`config.mk`:
```
export PLATFORM = sky130hd
export DESIGN_NAME = bus_size_steer
export DESIGN_NICKNAME = d
export VERILOG_FILES = /design/src/rtl/bus_size_steer.sv
export SDC_FILE = /design/constraint.sdc
export NUM_CORES = 1
export LEC_CHECK = 0
export BUFFER_PORTS_ARGS = -buffer_cell sky130_fd_sc_hd__buf_4
export CORE_MARGIN = 10
export CORE_UTILIZATION = 36
export DETAILED_ROUTE_END_ITERATION = 8
export SYNTH_ARGS = -nofsm -noshare
export SYNTH_HDL_FRONTEND = slang
export SYNTH_SLANG_ARGS = --single-unit
```
`constraint.sdc`:
```
create_clock -name clk -period 3.06 [get_ports clk]
set_input_delay 0.306 -clock clk [delete_from_list [all_inputs] [get_ports clk]]
set_output_delay 0.306 -clock clk [all_outputs]
set_load 0.01 [all_outputs]
```
`src/rtl/bus_size_steer.sv`:
```
module bus_size_steer #(
  parameter int AW = 32
) (
  input  logic          clk,
  input  logic          rst_n,
  input  logic          port16,
  input  logic          req_valid,
  input  logic          req_write,
  input  logic [1:0]    req_size,
  input  logic [AW-1:0] req_addr,
  input  logic [31:0]   req_wdata,
  output logic          req_ack,
  output logic          req_err,
  output logic [31:0]   req_rdata,
  output logic          ext_req,
  output logic          ext_write,
  output logic [AW-1:0] ext_addr,
  output logic [31:0]   ext_wdata,
  output logic [3:0]    ext_be,
  input  logic          ext_ack,
  input  logic [31:0]   ext_rdata
);
  localparam logic [1:0] SZ_WORD = 2'b00;
  localparam logic [1:0] SZ_BYTE = 2'b01;
  localparam logic [1:0] SZ_HALF = 2'b10;

  typedef enum logic [1:0] {S_IDLE, S_BUSY, S_RESP} state_t;
  state_t st;

  logic          wr_q, phase;
  logic [1:0]    size_q;
  logic [AW-1:0] addr_q;
  logic [31:0]   wdata_q, rdata_q, rd_next;

  wire bad = (req_size == 2'b11) ||
             (req_size == SZ_HALF && req_addr[0]) ||
             (req_size == SZ_WORD && req_addr[1:0] != 2'b00);
  wire split = port16 && size_q == SZ_WORD;

  assign ext_req   = (st == S_BUSY);
  assign ext_write = wr_q;
  assign ext_addr  = {addr_q[AW-1:2], addr_q[1] | phase, addr_q[0]};
  assign req_rdata = rdata_q;

  wire [1:0] off  = ext_addr[1:0];
  wire [7:0] byt  = wdata_q[{~off, 3'b000} +: 8];
  wire [15:0] hw  = off[1] ? wdata_q[15:0] : wdata_q[31:16];

  logic [3:0] be;
  always_comb begin
    if (port16)
      be = (size_q == SZ_BYTE) ? (off[0] ? 4'b0100 : 4'b1000) : 4'b1100;
    else if (size_q == SZ_BYTE)
      be = 4'b1000 >> off;
    else if (size_q == SZ_HALF)
      be = off[1] ? 4'b0011 : 4'b1100;
    else
      be = 4'b1111;
  end
  assign ext_be    = ext_req ? be : 4'b0000;
  assign ext_wdata = !port16 ? wdata_q :
                     (size_q == SZ_BYTE) ? {4{byt}} : {2{hw}};

  wire [31:0] src  = port16 ? {2{ext_rdata[31:16]}} : ext_rdata;
  wire [3:0]  t16  = off[1] ? {2'b00, ext_be[3:2]} : {ext_be[3:2], 2'b00};
  wire [3:0]  take = wr_q ? 4'b0000 : (port16 ? t16 : ext_be);

  always_comb
    for (int k = 0; k < 4; k++)
      rd_next[8*k +: 8] = take[k] ? src[8*k +: 8] : rdata_q[8*k +: 8];

  always_ff @(posedge clk or negedge rst_n) begin
    if (!rst_n) begin
      st      <= S_IDLE;
      req_ack <= 1'b0;
      req_err <= 1'b0;
      phase   <= 1'b0;
      wr_q    <= 1'b0;
      size_q  <= SZ_WORD;
      addr_q  <= '0;
      wdata_q <= '0;
      rdata_q <= '0;
    end else begin
      req_ack <= 1'b0;
      req_err <= 1'b0;
      case (st)
        S_IDLE: if (req_valid) begin
          if (bad) begin
            req_err <= 1'b1;
            st      <= S_RESP;
          end else begin
            wr_q    <= req_write;
            size_q  <= req_size;
            addr_q  <= req_addr;
            wdata_q <= req_wdata;
            rdata_q <= '0;
            phase   <= 1'b0;
            st      <= S_BUSY;
          end
        end
        S_BUSY: if (ext_ack) begin
          rdata_q <= rd_next;
          if (split && !phase) phase <= 1'b1;
          else begin
            req_ack <= 1'b1;
            st      <= S_RESP;
          end
        end
        default: st <= S_IDLE;
      endcase
    end
  end

  a_r1_err_no_bus: assert property (@(posedge clk) disable iff (!rst_n)
    req_err |-> !ext_req);
  a_r1_ack_err_excl: assert property (@(posedge clk) disable iff (!rst_n)
    !(req_ack && req_err));
  a_r5_narrow_lanes: assert property (@(posedge clk) disable iff (!rst_n)
    (ext_req && port16) |-> ext_be[1:0] == 2'b00);
  a_r2_byte_onehot: assert property (@(posedge clk) disable iff (!rst_n)
    (ext_req && size_q == SZ_BYTE) |-> $countones(ext_be) == 1);
  a_r7_second_half: assert property (@(posedge clk) disable iff (!rst_n)
    (ext_req && ext_ack && split && !phase) |=> (ext_req && ext_addr[1]));
  a_r9_req_held: assert property (@(posedge clk) disable iff (!rst_n)
    (ext_req && !ext_ack) |=> ext_req);
  a_r9_ack_pulse: assert property (@(posedge clk) disable iff (!rst_n)
    req_ack |=> !req_ack);
endmodule

```
# Word level (Yosys, flattened, before mapping)
# Index checks and enable logic that the tools add are counted.
[totals]
ff_bits = 104
out_inout_bits = 104
[classes]
n_eq_ne = 14
shifts = 2
n_mux = 38
bitwise = 3
n_reduce_logical = 19
[ops]
columns = ["cell", "n"]
rows = [
  ["32-bit two-way mux", 5],
  ["32-bit one-hot mux with 2 select lines", 1],
  ["4-bit two-way mux", 10],
  ["16-bit two-way mux", 2],
  ["8-bit two-way mux", 4],
  ["32-bit by 6-bit indexed part select with 8-bit output", 1],
  ["5-bit AND reduction", 5],
  ["2-bit by 1-bit inequality test with 1-bit output (second input constant)", 6],
  ["1-bit two-way mux", 10],
  ["2-bit two-way mux", 4],
  ["2-bit == test (second input constant)", 3],
  ["2-bit logical NOT", 3],
  ["2-bit inequality test (second input constant)", 3],
  ["3-bit AND reduction", 2],
  ["2-bit by 1-bit == test with 1-bit output (second input constant)", 2],
  ["1-bit logical AND", 4],
  ["2-bit one-hot mux with 2 select lines", 1],
  ["2-bit nonzero test", 2],
  ["4-bit by 2-bit >> shifter with 4-bit output (first input constant)", 1],
  ["1-bit logical OR", 2],
  ["2-bit NOT", 1],
  ["1-bit one-hot mux with 2 select lines", 1],
  ["1-bit logical NOT", 1],
  ["1-bit NOT", 1],
  ["1-bit bitwise OR", 1],
]

# Longest topological paths before layout
[logic_depth]
word_depth = 12
depth_mapped = 7
ltp_nobuf = 5

# Least setup slack after synthesis
# Ideal clock, no wire load.
[synth_timing]
kind = "reg2out"
start = "register addr_q[0]"
end = "output port ext_wdata[13]"
t_arrival_ps = 1660
path_slack_ps = 1094
stages_incl_launch_ff = 5
cell_sequence = "dfrtp_1 > buf_2 > mux4_2 > and3_4 > a221o_1"
[synth_via]
elab_chain_len = 4
[synth_rtl]
columns = ["item", "line_no", "text"]
rows = [
  ["start: declaration", "32", "logic [AW-1:0] addr_q;"],
  ["start signal: assignment", "94", "addr_q <= req_addr;"],
  ["2-bit NOT", "46", "wire [7:0] byt = wdata_q[{~off, 3'b000} +: 8];"],
  ["32-bit by 6-bit indexed part select with 8-bit output", "46", ""],
  ["32-bit two-way mux", "62", "(size_q == SZ_BYTE) ? {4{byt}} : {2{hw}};"],
  ["32-bit two-way mux", "61", "assign ext_wdata = !port16 ? wdata_q :"],
  ["end: declaration", "18", "output logic [31:0] ext_wdata,"],
]
# Every way passes these cells.

# Worst setup path in the final report
[layout_timing]
start = "register size_q[0]"
end = "output port ext_wdata[30]"
[layout_via]
elab_chain_len = 3
[layout_rtl]
columns = ["item", "line_no", "text"]
rows = [
  ["start: declaration", "31", "logic [1:0] size_q;"],
  ["start signal: assignment", "93", "size_q <= req_size;"],
  ["2-bit by 1-bit == test with 1-bit output", "62", ""],
  ["32-bit two-way mux", "62", ""],
  ["32-bit two-way mux", "61", ""],
]
# Every way passes these cells.

==> impl_results.rst <==
.. list-table::
   :header-rows: 1

   * - Metric
     - Value
   * - Hold slack
     - 23.4 ps
   * - Clock skew
     - 11.4 ps
   * - # setup viols final
     - 0
   * - Initial DRC Count
     - 164
   * - Maximum fanout along the worst path
     - 10
   * - Final Cycle Share
     - 0.881
   * - Compound-Gate Fraction of Synth Area
     - 0.0970
   * - Width of the chip
     - 143 um
   * - Leading post-synthesis cells by cell area
     - dfrtp_1 (48%), mux2_1 (10%), mux2i_1 (8.9%), mux2_4 (5.3%), mux4_2 (4.6%)
   * - Post CTS Setup Buffer Count
     - 0
   * - Synth Area in XOR/XNOR
     - 0
   * - Share of total power consumed by net switching
     - 0.356
   * - Library cell with the highest instance count after synthesis
     - dfrtp_1
   * - Synthesis-stage register bit count
     - 104
   * - Die Outline Area
     - 20,400 um2
   * - Relative slew slack
     - 0.290
   * - Final RePlAce weighted congestion
     - 0.829
   * - Outcome
     - finished, final reports clean
   * - Count of max-cap constraint violations
     - 0
   * - Worst IR Drop VDD
     - 345 uV
   * - Routed wire length
     - 15.8 mm
   * - Max stage delay cell, worst path
     - nor2_1
   * - Sum of net half-perimeters after detailed placement
     - 11.9 mm
   * - Nature of the critical path endpoint
     - primary output
   * - Num ports
     - 208
   * - Power share of the sequential group
     - 0.359
   * - Total leakage power
     - 0.00367 uW
   * - Async set or reset register ratio after synthesis
     - 1.00
   * - Wire length of the first global-routing pass
     - 24.3 mm
   * - Critical-path cell list
     - nor2b_1 > buf_4 > nand2b_1 > nor2_1 > a221o_1 > buf_4
   * - Hold_buf cts
     - 0
   * - Share of synthesized cell area in and, or, nand and nor gates
     - 0.0609
   * - Most numerous cell on the critical path
     - buf_4
   * - Clock input transition at the sequential cells of the worst setup and hold paths
     - 80 ps
   * - Cts repair resizes
     - 0
   * - CTS tree
     - done
   * - Crit Path Class
     - reg2out
   * - Antenna violations before repair
     - 0
   * - Total track usage
     - 0.150
   * - Area inside the core boundary
     - 14,600 um2
   * - Post-synthesis mux area share
     - 0.286
   * - Adder-cell share of the synthesized area
     - 0
   * - TNS Setup
     - 0 ps
   * - Final Net Count
     - 711
   * - Post-route non-filler standard cell count
     - 796
   * - Combinational share of power
     - 0.455
   * - Layout overhead on the synthesized area
     - 32.8%
   * - Vias post-DR
     - 4,135
   * - WP data arrival
     - 2390 ps
   * - Switching power
     - 2310 uW
   * - Die Span Y
     - 143 um
   * - Period minus WS final
     - 2700 ps
   * - Max-slew violation count
     - 0
   * - Largest stage delay on the critical path
     - 600 ps
   * - Maximum root-to-sink buffer count
     - 2
   * - Maximum clock frequency
     - 371 MHz
   * - Cell internal pwr
     - 4170 uW
   * - Length of the first detailed-routing pass in iterations
     - 5
   * - Count of final hold-check violations
     - 0
   * - Clk sink count
     - 104
   * - Path category of the worst min-delay check
     - in2async
   * - Main combinational cell family by area after synthesis
     - multiplexers
   * - Number of design rule violations left after detail routing
     - 0
   * - Overflow after GRT
     - 0
   * - Initial cell density of the core
     - 0.371
   * - IO Port Bufs
     - 207
   * - Fraction of the yosys area taken by sequential cells
     - 0.479
   * - Total of warnings raised by yosys
     - 0
   * - Area fraction of the dominant cell type after synthesis
     - 0.479
   * - Synthesized instance count
     - 439
   * - Clock latency of the later-clocked register in the worst-skew pair
     - 360 ps
   * - Cell type with the largest total area after synthesis
     - dfrtp_1
   * - Number of unique standard cell types used by synthesis
     - 34
   * - Critical path required time
     - 2750 ps
   * - Pwr per Cell Area
     - 898 nW/um2
   * - Pin count of the biggest net entering global routing
     - 69
   * - Actual slew at the worst max-slew pin
     - 1060 ps
   * - Clock Tree Root
     - clkbuf_16
   * - Floorplan row count
     - 44
   * - Synth Area per Inst
     - 12.4 um2
   * - Clock Power Share
     - 0.186
   * - Most common flop cell mapped by yosys
     - dfrtp_1
   * - Number of CTS-inserted buffers
     - 9
   * - Number of flops mapped to enable cells by yosys
     - 0
   * - Avg WL per Cell
     - 19.8 um
   * - Synth Cell Area
     - 5430 um2
   * - Via count of the first global-routing pass
     - 4,375
   * - Routed vias/inst
     - 5.19
   * - Layout cell share with drive strength beyond 1
     - 0.443
   * - Synth cell count leaders
     - dfrtp_1 (104), mux2_1 (48), mux2i_1 (48), o21ai_0 (33), buf_4 (32)
   * - Critical Path Start Type
     - flip-flop
   * - Detail Route Antenna Nets
     - 0
   * - Antenna Diode Count
     - 0
   * - Net count after synthesis
     - 543
   * - H-tree levels
     - 3
   * - Unrepaired setup endpoints after global routing
     - false
   * - Placed instance count
     - 780
==> state kept, by name, summed over array words and instances, names as in the netlist <==
signal     count
addr_q        32
ext_write      1
wdata_q       32
phase          1
req_err        1
st             2
size_q         2
req_rdata     32
req_ack        1
==> power by group through the flow <==
stage,clock network [uW],logic [uW],registers (uW)
3_5_place_dp,0,2990,2340
4_1_cts,1240,2990,2320
3_3_place_gp,0,2930,2320
2_1_floorplan,0,1920,2230
5_1_grt,1300,3180,2390
6_report,1210,2940,2320
==> cells by family after synthesis <==
group                  after synthesis
DFF                                104
AOI/OAI and AO/OA                   82
muxes                              126
buffers and inverters               69
and+or+nand+nor                     58
==> layout make-up <==
cell class	count	area (um2)
Timing Repair Buffer	211	1600
Clock buffer	9	225
Sequential cell	104	2600
Clock inverter	7	85.1
Fill cell	1340	7430
Inverter	15	56.3
Multi-Input combinational cell	266	2410
Tap cell	184	230
==> placed cells by master (no fill, tap or decap), types with 2 or more instances in the layout <==
cell,n
a221o_1,20
inv_6,3
clkinv_4,2
clkbuf_16,9
o21ai_1,20
o21ai_0,33
nand2_1,25
or3b_1,2
mux2_4,19
a21oi_1,4
nand2b_1,3
nand3_2,4
inv_1,13
and3_1,4
nor3b_2,2
mux4_2,11
nand3b_1,2
buf_4,210
and3_4,2
nor2_1,8
mux2_1,48
mux2i_1,48
dfrtp_1,104
nor2b_1,3
==> final timing paths <==
| check | startpoint | endpoint | slack [ps] | depth (start not counted) |
|---|---|---|---|---|
| max | size_q[0] | ext_wdata[30] | 360 | 6 |
| max in group asynchronous | rst_n | wdata_q[16] | 2260 | 2 |
| min reg2reg | st[1] | st[1] | 490 | 1 |
| min in group clk | req_addr[25] | addr_q[25] | 150 | 2 |
| max reg2reg | st[0] | wdata_q[11] | 1120 | 4 |
| min | rst_n | addr_q[31] | 20 | 1 |
==> layer usage <==
layer  GRT usage  vias to the layer above  wire, um
li1            -                     1897         -
met1       0.172                     2067      6300
met2       0.250                      151      7780
met3      0.0624                       20      1350
met4      0.0505                        0       341
met5           0                        -         0
==> metrics by stage <==
step / power [uW] / setup WS, ps / instance area [um2] / util
floorplan: 4140 / 1090 / 5430 / -
global placement: 5250 / 845 / 6900 / 0.471
detailed placement: 5330 / 777 / 6900 / 0.471
CTS: 6560 / 384 / 7210 / 0.492
global route: 6870 / 264 / 7210 / 0.492
finish: 6470 / 364 / 7210 / 0.492
==> critical path, delay by kind of cell, from the launching register on <==
kind	cells	cell delay [ps]
AND/OR/NAND/NOR	3	990
buffers and inverters	2	320
AO/OA/AOI/OAI	1	280
flip-flops	1	440
(Power assumes the default switching activity.)
